File: src/rtl/sercmd_pkg.sv
package sercmd_pkg;

    localparam int ADDR_W = 5;
    localparam int DATA_W = 16;
    localparam int STAT_W = 8;
    localparam int CMD_W  = 8;
    localparam int CNT_W  = $clog2(DATA_W + 1);

    typedef logic [ADDR_W-1:0] addr_t;
    typedef logic [DATA_W-1:0] word_t;

    // register addresses
    localparam addr_t A_STAT = 5'h00;
    localparam addr_t A_CTRL = 5'h01;
    localparam addr_t A_RES  = 5'h02;
    localparam addr_t A_OVR  = 5'h03;
    localparam addr_t A_UND  = 5'h04;

    localparam word_t CTRL_RST = 16'h0000;
    localparam word_t OVR_RST  = 16'h7FFF;
    localparam word_t UND_RST  = 16'h8000;

    typedef enum logic [1:0] {
        PH_HUNT,
        PH_CMD,
        PH_RD,
        PH_WR
    } phase_e;

    function automatic logic is_byte_reg(addr_t a);
        return a == A_STAT;
    endfunction

    function automatic logic is_writable(addr_t a);
        return (a == A_CTRL) || (a == A_OVR) || (a == A_UND);
    endfunction

endpackage

File: src/rtl/sercmd_sync.sv
module sercmd_sync #(
    parameter int SYNC_N = 2
) (
    input  logic clk,
    input  logic rst_n,
    input  logic sclk,
    input  logic cs_n,
    input  logic sdi,
    output logic sclk_rise,
    output logic sclk_fall,
    output logic sel,
    output logic sdi_s
);

    typedef struct packed {
        logic [SYNC_N:0]   ck;
        logic [SYNC_N-1:0] cs;
        logic [SYNC_N-1:0] di;
    } sync_t;

    sync_t q, d;

    always_comb begin
        d    = q;
        d.ck = {q.ck[SYNC_N-1:0], sclk};
        d.cs = {q.cs[SYNC_N-2:0], cs_n};
        d.di = {q.di[SYNC_N-2:0], sdi};
    end

    always_ff @(posedge clk or negedge rst_n) begin
        if (!rst_n) begin
            q.ck <= '0;
            q.cs <= '1;
            q.di <= '0;
        end else begin
            q <= d;
        end
    end

    // data taken from the same stage as the newer clock sample
    assign sclk_rise = q.ck[SYNC_N-1] & ~q.ck[SYNC_N];
    assign sclk_fall = ~q.ck[SYNC_N-1] & q.ck[SYNC_N];
    assign sel       = ~q.cs[SYNC_N-1];
    assign sdi_s     = q.di[SYNC_N-1];

endmodule

File: src/rtl/sercmd_status.sv
module sercmd_status
    import sercmd_pkg::*;
(
    input  logic              clk,
    input  logic              rst_n,
    input  logic              conv_done,
    input  word_t             conv_result,
    input  word_t             ovr_thr,
    input  word_t             und_thr,
    input  logic              low_batt,
    input  logic              snap_take,
    input  logic              stat_rd_done,
    input  logic              res_rd_done,
    output logic [STAT_W-1:0] stat,
    output word_t             result
);

    // flag order in the snapshot: sign, over, under, low-battery
    typedef struct packed {
        word_t      res;
        logic       sgn;
        logic       ovr;
        logic       und;
        logic       lowb;
        logic       rdy;
        logic [3:0] snap;
    } st_t;

    st_t   q, d;
    word_t res_eff;
    logic  c_sgn, c_ovr, c_und;
    logic [3:0] clr;

    always_comb begin
        d       = q;
        res_eff = conv_done ? conv_result : q.res;
        c_sgn   = res_eff[DATA_W-1];
        c_ovr   = $signed(res_eff) > $signed(ovr_thr);
        c_und   = $signed(res_eff) < $signed(und_thr);
        clr     = stat_rd_done ? q.snap : 4'b0000;

        d.res  = res_eff;
        d.sgn  = (conv_done & c_sgn) | (q.sgn & ~(clr[3] & ~c_sgn));
        d.ovr  = (conv_done & c_ovr) | (q.ovr & ~(clr[2] & ~c_ovr));
        d.und  = (conv_done & c_und) | (q.und & ~(clr[1] & ~c_und));
        d.lowb = low_batt | (q.lowb & ~clr[0]);
        d.rdy  = conv_done | (q.rdy & ~res_rd_done);
        if (snap_take) begin
            d.snap = {q.sgn, q.ovr, q.und, q.lowb};
        end
    end

    always_ff @(posedge clk or negedge rst_n) begin
        if (!rst_n) begin
            q <= '0;
        end else begin
            q <= d;
        end
    end

    assign stat   = {q.sgn, q.ovr, q.und, q.lowb, q.rdy, 3'b000};
    assign result = q.res;

endmodule

File: src/rtl/sercmd_regs.sv
module sercmd_regs
    import sercmd_pkg::*;
(
    input  logic              clk,
    input  logic              rst_n,
    input  logic              wr_en,
    input  addr_t             wr_addr,
    input  word_t             wr_data,
    input  addr_t             rd_addr,
    input  logic [STAT_W-1:0] stat,
    input  word_t             result,
    output word_t             rd_data,
    output word_t             ctrl,
    output word_t             ovr_thr,
    output word_t             und_thr
);

    typedef struct packed {
        word_t ctrl;
        word_t ovr;
        word_t und;
    } rf_t;

    rf_t q, d;

    always_comb begin
        d = q;
        if (wr_en) begin
            case (wr_addr)
                A_CTRL:  d.ctrl = wr_data;
                A_OVR:   d.ovr  = wr_data;
                A_UND:   d.und  = wr_data;
                default: ;
            endcase
        end
    end

    always_comb begin
        case (rd_addr)
            A_STAT:  rd_data = {{(DATA_W-STAT_W){1'b0}}, stat};
            A_CTRL:  rd_data = q.ctrl;
            A_RES:   rd_data = result;
            A_OVR:   rd_data = q.ovr;
            A_UND:   rd_data = q.und;
            default: rd_data = '0;
        endcase
    end

    always_ff @(posedge clk or negedge rst_n) begin
        if (!rst_n) begin
            q.ctrl <= CTRL_RST;
            q.ovr  <= OVR_RST;
            q.und  <= UND_RST;
        end else begin
            q <= d;
        end
    end

    assign ctrl    = q.ctrl;
    assign ovr_thr = q.ovr;
    assign und_thr = q.und;

endmodule

File: src/rtl/sercmd_front.sv
module sercmd_front
    import sercmd_pkg::*;
#(
    parameter int SYNC_N = 2
) (
    input  logic              clk,
    input  logic              rst_n,
    input  logic              sclk,
    input  logic              cs_n,
    input  logic              sdi,
    output logic              sdo,
    input  logic              conv_done,
    input  logic [DATA_W-1:0] conv_result,
    input  logic              low_batt,
    output logic [DATA_W-1:0] ctrl_word
);

    localparam logic [CNT_W-1:0] N_WORD = CNT_W'(DATA_W);
    localparam logic [CNT_W-1:0] N_BYTE = CNT_W'(STAT_W);
    localparam logic [CNT_W-1:0] N_CMD  = CNT_W'(CMD_W - 1);

    typedef struct packed {
        phase_e            phase;
        logic [CNT_W-1:0]  cnt;
        logic [DATA_W-2:0] sh;
        word_t             tx;
        logic              sdo;
        addr_t             addr;
        logic              byte_w;
    } fr_t;

    fr_t q, d;

    logic              rise, fall, sel, sdi_s;
    logic              wr_en, snap_take, stat_rd_done, res_rd_done;
    addr_t             wr_addr, rd_addr, cmd_addr;
    word_t             wr_data, rd_data, wr_word, ovr_thr, und_thr, result_w;
    logic [STAT_W-1:0] stat_w;
    logic              cmd_rd, last;
    logic [CNT_W-1:0]  cnt_inc, nbits;

    sercmd_sync #(.SYNC_N(SYNC_N)) u_sync (
        .clk       (clk),
        .rst_n     (rst_n),
        .sclk      (sclk),
        .cs_n      (cs_n),
        .sdi       (sdi),
        .sclk_rise (rise),
        .sclk_fall (fall),
        .sel       (sel),
        .sdi_s     (sdi_s)
    );

    always_comb begin
        d            = q;
        wr_en        = 1'b0;
        snap_take    = 1'b0;
        stat_rd_done = 1'b0;
        res_rd_done  = 1'b0;

        // start bit sits at sh[6] when the eighth bit arrives
        cmd_rd   = q.sh[5];
        cmd_addr = q.sh[ADDR_W-1:0];
        rd_addr  = cmd_addr;
        wr_word  = {q.sh, sdi_s};
        cnt_inc  = q.cnt + CNT_W'(1);
        nbits    = q.byte_w ? N_BYTE : N_WORD;
        last     = (cnt_inc == nbits);
        wr_addr  = q.addr;
        wr_data  = q.byte_w ? {{(DATA_W-STAT_W){1'b0}}, wr_word[STAT_W-1:0]} : wr_word;

        if (!sel) begin
            d.phase = PH_HUNT;
            d.cnt   = '0;
            d.sdo   = 1'b0;
        end else begin
            case (q.phase)
                PH_HUNT: begin
                    if (rise && sdi_s) begin
                        d.phase = PH_CMD;
                        d.cnt   = CNT_W'(1);
                        d.sh    = {{(DATA_W-2){1'b0}}, 1'b1};
                    end
                end
                PH_CMD: begin
                    if (rise) begin
                        d.sh  = wr_word[DATA_W-2:0];
                        d.cnt = cnt_inc;
                        if (q.cnt == N_CMD) begin
                            d.addr   = cmd_addr;
                            d.byte_w = is_byte_reg(cmd_addr);
                            d.cnt    = '0;
                            if (cmd_rd) begin
                                d.phase   = PH_RD;
                                snap_take = (cmd_addr == A_STAT);
                                d.tx      = is_byte_reg(cmd_addr)
                                          ? {rd_data[STAT_W-1:0], {(DATA_W-STAT_W){1'b0}}}
                                          : rd_data;
                            end else begin
                                d.phase = PH_WR;
                            end
                        end
                    end
                end
                PH_RD: begin
                    if (fall) begin
                        d.sdo = q.tx[DATA_W-1];
                        d.tx  = {q.tx[DATA_W-2:0], 1'b0};
                    end
                    if (rise) begin
                        d.cnt = cnt_inc;
                        if (last) begin
                            d.phase      = PH_HUNT;
                            d.cnt        = '0;
                            d.sdo        = 1'b0;
                            stat_rd_done = (q.addr == A_STAT);
                            res_rd_done  = (q.addr == A_RES);
                        end
                    end
                end
                PH_WR: begin
                    if (rise) begin
                        d.sh  = wr_word[DATA_W-2:0];
                        d.cnt = cnt_inc;
                        if (last) begin
                            d.phase = PH_HUNT;
                            d.cnt   = '0;
                            wr_en   = is_writable(q.addr);
                        end
                    end
                end
                default: d.phase = PH_HUNT;
            endcase
        end
    end

    always_ff @(posedge clk or negedge rst_n) begin
        if (!rst_n) begin
            q.phase  <= PH_HUNT;
            q.cnt    <= '0;
            q.sh     <= '0;
            q.tx     <= '0;
            q.sdo    <= 1'b0;
            q.addr   <= '0;
            q.byte_w <= 1'b0;
        end else begin
            q <= d;
        end
    end

    sercmd_status u_status (
        .clk          (clk),
        .rst_n        (rst_n),
        .conv_done    (conv_done),
        .conv_result  (conv_result),
        .ovr_thr      (ovr_thr),
        .und_thr      (und_thr),
        .low_batt     (low_batt),
        .snap_take    (snap_take),
        .stat_rd_done (stat_rd_done),
        .res_rd_done  (res_rd_done),
        .stat         (stat_w),
        .result       (result_w)
    );

    sercmd_regs u_regs (
        .clk     (clk),
        .rst_n   (rst_n),
        .wr_en   (wr_en),
        .wr_addr (wr_addr),
        .wr_data (wr_data),
        .rd_addr (rd_addr),
        .stat    (stat_w),
        .result  (result_w),
        .rd_data (rd_data),
        .ctrl    (ctrl_word),
        .ovr_thr (ovr_thr),
        .und_thr (und_thr)
    );

    assign sdo = q.sdo;

endmodule

File: config.mk
export PLATFORM = sky130hd
export DESIGN_NAME = sercmd_front
export DESIGN_NICKNAME = d
export VERILOG_FILES = /design/src/rtl/sercmd_pkg.sv /design/src/rtl/sercmd_sync.sv /design/src/rtl/sercmd_status.sv /design/src/rtl/sercmd_regs.sv /design/src/rtl/sercmd_front.sv
export SDC_FILE = /design/constraint.sdc
export NUM_CORES = 1
export LEC_CHECK = 0
export CORE_ASPECT_RATIO = 0.6
export CORE_UTILIZATION = 64
export CTS_CLUSTER_SIZE = 24
export DETAILED_ROUTE_END_ITERATION = 8
export DONT_BUFFER_PORTS = 1
export PLACE_DENSITY = 0.91
export SLEW_MARGIN = 20
export SYNTH_ARGS = -nofsm -noshare
export SYNTH_HDL_FRONTEND = slang
export SYNTH_HIERARCHICAL = 1
export SYNTH_SLANG_ARGS = --single-unit
File: constraint.sdc
create_clock -name clk -period 3.7 [get_ports clk]
set_input_delay 0.555 -clock clk [delete_from_list [all_inputs] [get_ports clk]]
set_output_delay 0.555 -clock clk [all_outputs]
set_load 0.005 [all_outputs]
==> summary.md, run 1 <==
| Metric | Value |
|---|---|
| Post-Route WL | 17,400 um |
| Clock skew | 0.00917 ns |
| Clock power frac | 45.9% |
| Layout area overhead | 6.31% |
| Critical Path Source Type | register |
| Slew @ Worst Pin | 1.07 ns |
| Filler cells | 688 |
| Commonest non-fill, non-tap cell in the layout | dfrtp_1 |
| Chip width | 138 um |
| Routed len/inst | 22.8 um |
| Post-synth top area cell | dfrtp_1 |
| CTS clock-pin slew for the worst setup and hold paths | 0.05 ns |
| Sw Pwr | 0.000896 W |
| Status | complete, no violations |
| Synth cell types | 72 |
| Placer's final routability congestion estimate | 0.912 |
| Total power draw | 0.00350 W |
| CP Capture Type | register |
| DIE HEIGHT | 83.6 um |
| IO Port Bufs | 0 |
| Maximum clock frequency | 283 MHz |
| Layout cells sized above 1 | 23.9% |
| Met1 Usage GRT | 45.5% |
| Setup_tns | 0 ns |
| Sequential area share after synthesis | 44.4% |
| Global-route wire length before repair | 27,300 um |
| Io pins | 40 |
| Launching point of the worst reg2reg path | q[38]$_DFFE_PN0P_ |
| H-tree depth | 4 |
| Most frequent cells in the layout | dfrtp_1 (107), mux2_2 (61), nand2_1 (41) |
| Met3 global-route usage | 9.05% |
| Post CTS Setup Buffer Count | 0 |
| Finished Layout Cells | 762 |
| Worst-case reg-to-reg path depth | 8 |
| Ant diodes | 0 |
| Number of global-route vias before repair | 5,140 |
| Clock root buffer | clkbuf_16 |
| Worst Path Arrival | 3.83 ns |
| Antenna Nets Post-Route | 0 |
| Worst R2R End | u_regs/ctrl[2]$_DFFE_PN0P_ |
| Hpwl dp | 11,800 um |
| DRC violations left | 0 |
| Min Tclk post-route | 3.53 ns |
| Core area | 10,700 sq um |
| CTS tree | built |
| Routed vias/inst | 6.69 |
| Synth area leaders | dfrtp_1 (38%), mux2_2 (9.7%), dfstp_2 (6.7%), ha_1 (5.6%), a22o_1 (3.6%) |
| Synth Instances | 638 |
| Leakage Power | 3.35 nW |
| Utilization after layout | 70.7% |
| Max transition margin | 28.4% |
| Largest net degree at the start of global routing | 126 |
| Antenna violations before repair | 0 |
| CP required | 4.00 ns |
| Pwr dens | 464 nW/um^2 |
| Post-CTS sizing | 0 |
| FFs w/ async S/R, synth | 100% |
| RSZ-0062 raised after global routing | false |
| Flop-to-flop setup slack | 0.17 ns |
| GRT Residual Overflow | 0 |
| Reg power frac | 41.5% |
| Max-cap check violation count | 0 |
| Starting Density | 66.5% |
| Post-Syn Area | 7100 sq um |
| Max Root-Sink Buffers | 2 |
| Pins Over Slew Limit | 0 |
| Syn_area_per_cell | 11.1 sq um |
| Initial detailed-routing violation count | 706 |
| EDFF count, synth | 0 |
| Most Crowded Layer GR | met2 |
| Gate power share | 12.6% |
| # setup viols final | 0 |
| Synth Register Bits | 125 |
| Hold_buf cts | 1 |
| Largest fanout on the critical path | 16 |
| Top_reg_cell synth | dfrtp_1 |
| VDD IR max | 0.440 mV |
| Yosys warns | 6 |
| Sink Count | 125 |
| Placed Instances | 729 |
| Worst skew pair latency | 0.42 ns |
| Final number of hold-violating endpoints | 0 |
| All-Layer GR Usage | 32.2% |
| Routed vias | 5,100 |
| WS Path Type | reg2reg |
| Switching Share | 25.6% |
| Die area | 11,500 sq um |
| Drt pass-1 iters | 8 |
| HP Class | in2async |
| Area share of the largest cell type after synthesis | 37.7% |
| Final period util | 95.4% |
| # rows | 29 |
| CTS buffer count | 17 |
| Cell Int Power | 0.00260 W |
| Final net count | 665 |
| GR Layer Usage met2 | 47.2% |
## per-stage QoR
stage	setup slack, ns	hold WS [ns]	cell area (sq um)
finish	0.169	0.101	7540
global route	0.00200	0.118	7540
CTS	0.210	0.120	7540
detailed placement	0.234	0.262	6950
global placement	0.464	0.263	6950
floorplan	0.647	0.259	7100
## cell families after synthesis
logic type                 Yosys count  synth area share, %
AOI/OAI and AO/OA                  150                 15.0
xor gates and xnor gates             2                0.247
adders and majority gates           32                 5.64
buffers and inverters               99                 7.67
DFF                                125                 44.4
muxes                               93                 16.2
other                                1               0.0528
and+or+nand+nor                    136                 10.8
## Yosys cell counts (5+ instances only)
library cell  instances
a211oi_1             11
a21o_1                6
a21oi_1              35
a22o_1               29
a22oi_1               7
a31oi_1               8
and3_1               11
buf_2                13
buf_4                24
buf_6                 5
clkbuf_1             14
dfrtp_1             107
dfstp_2              18
ha_1                 32
inv_1                39
mux2_2               61
mux2_4               11
mux2i_1              14
mux4_2                7
nand2_1              41
nand3_1              17
nor2_1               16
nor2b_1              13
nor3_1                6
o21ai_0              16
o2bb2ai_1             8
## power by group through the flow
stage	combinational, W	clock [W]	sequential [W]
after floorplan	0.000337	0	0.00144
after global placement	0.000372	0	0.00147
after detailed placement	0.000390	0	0.00147
after CTS	0.000427	0.00162	0.00145
after global routing	0.000474	0.00168	0.00146
final	0.000442	0.00160	0.00145
## cell type report
type                    instances  area (sq um)  share of cell area, %
multi-input cells             416          3410                   45.2
flip-flops and latches        125          3150                   41.8
clock buffers                  24           472                   6.25
well taps                     139           174                   2.31
inverters                      39           146                   1.94
repair buffers                 11           103                   1.36
clock inverters                 8          90.1                   1.19
## worst max-delay path, cell delays in order (launching register included)
cell and delay [ns]:
dfrtp_1 0.42, ha_1 0.27, nand2_1 0.17, nor4_4 0.41, o21ai_1 0.20, nor2_1 0.16
or3b_1 0.43, or4b_1 0.90, mux2_4 0.44
## metal layers
metal  up-vias  wire length [um]
li1       2254                 -
met1      2544              7490
met2       263              7900
met3        39              1650
met4         0               346
met5         -                 0
## state kept, by name, indices dropped and copies added (netlist names), 2 cells and up
name             cells
u_status/stat        5
u_regs/ovr_thr      16
u_regs/und_thr      16
wr_addr              5
u_sync/q             2
u_status/q           4
q                   33
u_status/result     16
u_regs/ctrl         16
u_sync/d             4
cmd_addr             5
## worst max-delay path by stage
stage	start	endpoint	slack, ns	cells past startpoint
final	q[38]$_DFFE_PN0P_	u_regs/ctrl[2]$_DFFE_PN0P_	0.17	8
after global routing	q[39]$_DFFE_PN0P_	u_regs/ctrl[2]$_DFFE_PN0P_	0.002	8
after CTS	q[38]$_DFFE_PN0P_	u_regs/ctrl[2]$_DFFE_PN0P_	0.21	8
after detailed placement	q[38]$_DFFE_PN0P_	u_regs/ctrl[2]$_DFFE_PN0P_	0.23	8
after global placement	q[38]$_DFFE_PN0P_	u_regs/ctrl[2]$_DFFE_PN0P_	0.46	8
after floorplan	u_sync/q[6]$_DFF_PN0_	u_regs/und_thr[10]$_DFFE_PN0P_	0.65	12
(Power assumes the default switching activity.)
==> run 2: changes to the inputs <==
--- a/config.mk
+++ b/config.mk
@@ -5,6 +5,7 @@
 export SDC_FILE = /design/constraint.sdc
 export NUM_CORES = 1
 export LEC_CHECK = 0
+export ABC_AREA = 1
 export CORE_ASPECT_RATIO = 0.6
 export CORE_UTILIZATION = 64
 export CTS_CLUSTER_SIZE = 24
==> run 2 against run 1 <==
Net effect: the flow now finishes with violations (DRC); sequential share of layout area down 0.89 points; utilization up 1.1 points; global-route usage up 2.9 points.
==> summary.md, run 2 <==
| Metric | Value |
|---|---|
| Status | complete, but fails checks |
| Failing checks | DRC |
| Routed len/inst | 17.8 um |
| Critical path depth in cells | 11 |
| Antenna Nets Post-Route | 0 |
| CTS clock-pin slew for the worst setup and hold paths | 0.06 ns |
| Maximum clock frequency | 320 MHz |
| Post-synth top area cell | dfrtp_1 |
| FFs w/ async S/R, synth | 100% |
| H-tree depth | 4 |
| Slowest CP cell | nand3_1 |
| Drt pass-1 iters | 8 |
| IO Port Bufs | 0 |
| Sequential area share after synthesis | 43.8% |
| Final net count | 973 |
| Worst R2R End | u_regs/ctrl[0]$_DFFE_PN0P_ |
| Largest net degree at the start of global routing | 124 |
| Number of global-route vias before repair | 6,143 |
| # setup viols final | 0 |
| Setup_tns | 0 ns |
| Max Root-Sink Buffers | 2 |
| Layout area overhead | 7.13% |
| All-Layer GR Usage | 35.0% |
| Top cells by count, synth | nand2_1 (244), inv_1 (142), dfrtp_1 (107) |
| Clock root buffer | clkbuf_16 |
| Post-Route WL | 19,100 um |
| Synth Register Bits | 125 |
| Final period util | 84.4% |
| Worst-case reg-to-reg path depth | 11 |
| CTS buffer count | 17 |
| # rows | 29 |
| Placed Instances | 1,036 |
| Max transition margin | 21.7% |
| Final number of hold-violating endpoints | 0 |
| Top_reg_cell synth | dfrtp_1 |
| Crit path from | q[38]$_DFFE_PN0P_ |
| Worst setup path endpoint | u_regs/ctrl[0]$_DFFE_PN0P_ |
| Chip width | 139 um |
| Max reg flops | 33 |
| Synth cell types | 37 |
| CP required | 4.00 ns |
| EDFF count, synth | 0 |
| Pins Over Slew Limit | 0 |
| Min Tclk post-route | 3.12 ns |
| Post-Syn Area | 7200 sq um |
| Routed vias | 6,377 |
| Worst skew pair latency | 0.42 ns |
| Global-route wire length before repair | 31,300 um |
| Ant diodes | 0 |
| Layout cells sized above 1 | 9.24% |
| Yosys warns | 6 |
| Initial detailed-routing violation count | 782 |
| CP cell instances | ha_1 > nand3_1 > nand2_1 > nand2_1 > nand2_1 > nand3_1 > nor2_1 > inv_1 > nor2_2 > nand3_1 > o21ai_0 |
| DRC violations left | 3 |
| Slew @ Worst Pin | 1.17 ns |
| HP Class | in2async |
| Launching point of the worst reg2reg path | q[38]$_DFFE_PN0P_ |
| Crit path max-delay family | simple AND/OR/NAND/NOR gates |
| Filler cells | 817 |
| Sink Count | 125 |
| Pwr dens | 523 nW/um^2 |
| WHS | 0.0829 ns |
| CTS tree | built |
| DIE HEIGHT | 84.1 um |
| Largest fanout on the critical path | 32 |
| GRT Residual Overflow | 0 |
| Area share of the largest cell type after synthesis | 37.2% |
| Io pins | 40 |
| Die area | 11,700 sq um |
| Routed vias/inst | 5.96 |
| Core area | 10,700 sq um |
| Critical Path Source Type | register |
| Placer's final routability congestion estimate | 0.950 |
| Crit path largest cell delay | 0.75 ns |
| CP Capture Type | register |
| CP bufs+invs | 1 |
| Starting Density | 67.0% |
| Antenna violations before repair | 0 |
| WS Path Type | reg2reg |
| Hpwl dp | 13,000 um |
| Post CTS Setup Buffer Count | 0 |
| Syn_area_per_cell | 7.60 sq um |
| Leakage Power | 3.69 nW |
| Reg with most FFs | q |
| Top-count cell post-synth | nand2_1 |
| Synth area leaders | dfrtp_1 (37%), nand2_1 (13%), inv_1 (7.4%), dfstp_2 (6.6%), ha_1 (5.6%) |
| Finished Layout Cells | 1,070 |
| VDD IR max | 0.354 mV |
| Max-cap check violation count | 0 |
| Most frequent cells in the layout | nand2_1 (244), inv_1 (142), dfrtp_1 (107) |
| Post-CTS sizing | 0 |
| RSZ-0062 raised after global routing | false |
| Flop-to-flop setup slack | 0.58 ns |
| Commonest non-fill, non-tap cell in the layout | nand2_1 |
| Clock skew | 0.0103 ns |
| Synth Instances | 947 |
| Worst Path Arrival | 3.42 ns |
run 2: cell types whose count changed after synthesis, sizes merged, moves of 19 or more:
cell | before | now
o21ai | 20 | 80
nand3 | 18 | 45
nor2 | 16 | 93
inv | 39 | 149
nand4 | 3 | 34
nand2 | 43 | 248
mux2 | 72 | 2
a22o | 29 | 0
o22ai | 1 | 20
run 2: what timing repair did:
| action | in CTS | in global routing |
|---|---|---|
| hold buffers | 2 | 0 |
| setup endpoints to repair | 0 | 0 |
| hold endpoints to repair | 123 | 0 |
run 2: cell families (layout without fill, tap and decap cells):
logic type               Yosys count  after routing  share of synthesized area (%)
AO/OA/AOI/OAI                    146            146                           10.9
multiplexers                       2              2                          0.313
adder cells (fa/ha/maj)           32             32                           5.56
other                              1              3                         0.0521
AND/OR/NAND/NOR                  434            434                           26.0
buffers and inverters            207            189                           13.4
flip-flops                       125            125                           43.8
run 2: area by class of cell:
class | count | area, sq um | share of cell area [%]
sequential | 125 | 3150 | 40.9
clock inverter | 13 | 188 | 2.43
clock buffer | 19 | 453 | 5.88
multi-input combinational | 617 | 3090 | 40.1
inverter | 150 | 579 | 7.52
timing repair buffer | 7 | 75.1 | 0.974
tap | 139 | 174 | 2.26
run 2: through the flow:
stage	setup slack (ns)	area, sq um	total power (W)	util, %
global placement	1.04	7030	0.00215	65.5
CTS	0.706	7710	0.00401	71.8
floorplan	1.57	7200	0.00203	-
detailed placement	0.733	7030	0.00217	65.5
global route	0.313	7710	0.00419	71.8
finish	0.579	7710	0.00404	71.8
run 2: how the worst min path moves through the flow:
stage,startpoint,endpoint,slack (ns)
final,rst_n,u_status/result[3]$_DFF_PN0_,0.08
after floorplan,rst_n,cmd_addr[0]$_DFFE_PN0P_,0.26
after detailed placement,rst_n,u_status/result[3]$_DFF_PN0_,0.26
after global routing,cs_n,u_sync/d[3]$_DFF_PN1_,0.11
after CTS,cs_n,u_sync/d[3]$_DFF_PN1_,0.12
after global placement,rst_n,u_status/result[3]$_DFF_PN0_,0.26
run 2: power by group:
group          switching [W]  total, W  internal (W)  leakage, nW
Sequential         0.0000506   0.00146       0.00141         1.58
Combinational       0.000571  0.000774      0.000203         1.81
Clock               0.000640   0.00180       0.00117        0.306
run 2: per-layer routing:
| layer | routed length (um) | GRT usage, % |
|---|---|---|
| met5 | 0 | 0 |
| met4 | 521 | 12.8 |
| met3 | 2360 | 11.1 |
| met2 | 8110 | 51.9 |
| met1 | 8080 | 48.6 |
==> run 3: changes to the inputs <==
==> constraint.sdc (replaced) <==
create_clock -name clk -period 3.2 [get_ports clk]
set_input_delay 0.48 -clock clk [delete_from_list [all_inputs] [get_ports clk]]
set_output_delay 0.48 -clock clk [all_outputs]
set_load 0.005 [all_outputs]
==> run 3 against run 2 <==
Net effect: routed wire length is 2.4% lower; the run ends with DRC, hold timing left; non-clock buffer count is 1 higher; via count up 1.2%; utilization is 0.44 points lower; worst setup slack gained 0.14 ns; global-route usage is 0.65 points lower; clock-buffer cell count decreased by 1; final cell count hardly changed; sequential share of layout area grew 0.25 points; flip-flop and latch count unchanged; critical path depth up 3; hold slack worse by 0.33 ns.
==> summary.md, run 3 (synthesized netlist as in run 2, its figures left out) <==
| Metric | Value |
|---|---|
| Critical path depth in cells | 14 |
| RSZ-0062 raised after global routing | false |
| Antenna violations before repair | 1 |
| Reg power frac | 37.4% |
| Layout area overhead | 6.47% |
| Placed Instances | 1,039 |
| Largest net degree at the start of global routing | 126 |
| Worst R2R End | u_regs/und_thr[2]$_DFFE_PN0P_ |
| Drt pass-1 iters | 9 |
| Reg with most FFs | q |
| Pins Over Slew Limit | 0 |
| Design area | 7660 sq um |
| Pwr dens | 589 nW/um^2 |
| Flop-to-flop setup slack | 0.72 ns |
| Slew @ Worst Pin | 0.751 ns |
| Setup_tns | 0 ns |
| Launching point of the worst reg2reg path | q[39]$_DFFE_PN0P_ |
| CTS clock-pin slew for the worst setup and hold paths | 0.06 ns |
| # setup viols final | 0 |
| Io pins | 40 |
| Worst-case reg-to-reg path depth | 14 |
| CP required | 3.54 ns |
| Number of global-route vias before repair | 6,066 |
| Clock power frac | 44.0% |
| VDD IR max | 0.487 mV |
| Most frequent cells in the layout | nand2_1 (244), inv_1 (142), dfrtp_1 (107) |
| CP cell instances | ha_1 > nand3_1 > nand2_1 > nand3_1 > nand2_1 > nand3_1 > nor2_1 > inv_1 > nor2_2 > nand2_1 > nor2_2 > buf_4 > nor2_1 > a21oi_1 |
| # rows | 29 |
| CP bufs+invs | 2 |
| Clock root buffer | clkbuf_16 |
| Antenna Nets Post-Route | 0 |
| Post-Route WL | 18,600 um |
| Final net count | 974 |
| IO Port Bufs | 0 |
| Leakage Power | 3.67 nW |
| Final number of hold-violating endpoints | 125 |
| Utilization after layout | 71.3% |
| Gate power share | 18.6% |
| Crit path from | q[39]$_DFFE_PN0P_ |
| WS Path Type | reg2reg |
| Ant diodes | 0 |
| Post-CTS sizing | 0 |
| Starting Density | 67.0% |
| Layout cells sized above 1 | 9.44% |
| Core area | 10,700 sq um |
| Largest fanout on the critical path | 32 |
| Status | complete, but fails checks |
| Min Tclk post-route | 2.48 ns |
| Routed len/inst | 17.4 um |
| Max-cap check violation count | 0 |
| Clock skew | 0.00873 ns |
| Post-place setup slack | 0.858 ns |
| Placer's final routability congestion estimate | 0.969 |
| CTS tree | built |
| Footprint of the multi-input gates | 3090 sq um |
| Switching Share | 31.2% |
| WHS | -0.252 ns |
| Slowest CP cell | dfrtp_1 |
| Failing checks | DRC, hold timing |
| Hpwl dp | 12,700 um |
| Filler cells | 754 |
| Die area | 11,700 sq um |
| Crit path largest cell delay | 0.42 ns |
| Finished Layout Cells | 1,071 |
| H-tree depth | 4 |
| Max transition margin | 49.9% |
| Worst Path Arrival | 2.82 ns |
| Global-route wire length before repair | 30,700 um |
| Worst setup path endpoint | u_regs/und_thr[2]$_DFFE_PN0P_ |
| Chip width | 139 um |
| CTS buffer count | 17 |
| Sink Count | 125 |
| HP Class | in2async |
| Sw Pwr | 0.00141 W |
| Max reg flops | 33 |
| Routed vias/inst | 6.02 |
| Max Root-Sink Buffers | 2 |
| Routed vias | 6,451 |
| Maximum clock frequency | 404 MHz |
| CP Capture Type | register |
| GRT Residual Overflow | 0 |
| Crit path max-delay family | simple AND/OR/NAND/NOR gates |
| DRC violations left | 2 |
| Final worst slack | 0.723 ns |
| All-Layer GR Usage | 34.4% |
| Final period util | 77.4% |
| Register area | 3150 sq um |
| Worst skew pair latency | 0.42 ns |
| Cell Int Power | 0.00311 W |
| Critical Path Source Type | register |
| Post CTS Setup Buffer Count | 0 |
| Commonest non-fill, non-tap cell in the layout | nand2_1 |
| Initial detailed-routing violation count | 828 |
| DIE HEIGHT | 84.1 um |
| DP Area | 7050 sq um |
-- run 3: changes by cell type in the layout (fill, tap and decap cells not counted), sizes merged --
cell and change:
buf +2, bufinv -1, clkbuf -1, clkinvlp +2, dlygate4sd3 -1
-- run 3: how the worst min path moves through the flow --
stage	slack, ns	start	end	cells after the start
2_1_floorplan	0.18	rst_n	cmd_addr[0]$_DFFE_PN0P_	0
3_3_place_gp	0.19	rst_n	u_status/result[3]$_DFF_PN0_	0
3_5_place_dp	0.19	rst_n	u_status/result[3]$_DFF_PN0_	0
4_1_cts	-0.26	rst_n	u_status/result[3]$_DFF_PN0_	0
5_1_grt	-0.26	rst_n	u_status/result[3]$_DFF_PN0_	0
6_report	-0.25	rst_n	u_status/result[3]$_DFF_PN0_	0
-- run 3: power groups by stage --
stage	Sequential, W	Combinational [W]	Clock, W
global route	0.00169	0.000922	0.00207
detailed placement	0.00171	0.000786	0
finish	0.00169	0.000840	0.00198
floorplan	0.00169	0.000649	0
global placement	0.00171	0.000764	0
CTS	0.00169	0.000801	0.00200
-- run 3: layout make-up --
cell class	instances	share of cell area, %
Sequential cell	125	41.1
Multi-Input combinational cell	617	40.3
Timing Repair Buffer	8	0.784
Tap cell	139	2.27
Inverter	150	7.56
Clock buffer	18	5.73
Clock inverter	14	2.20
-- run 3: worst register-to-register path, delay by kind of cell (launching register included) --
| family | cells | cell delay [ns] |
|---|---|---|
| compound gates | 1 | 0.13 |
| flops | 1 | 0.42 |
| buf+inv | 2 | 0.40 |
| fa+ha+maj | 1 | 0.26 |
| simple gates | 10 | 1.19 |
-- run 3: metrics by stage --
| stage | power, W | hold slack, ns |
|---|---|---|
| floorplan | 0.00234 | 0.184 |
| global placement | 0.00248 | 0.188 |
| detailed placement | 0.00250 | 0.187 |
| CTS | 0.00448 | -0.257 |
| global route | 0.00468 | -0.265 |
| finish | 0.00451 | -0.252 |
-- run 3: per-layer routing --
metal	vias up	GRT usage (%)	wire, um
met5	-	0	13
met4	2	16.7	606
met3	71	9.70	2380
met2	445	48.9	7740
met1	2975	48.6	7880
li1	2958	-	-
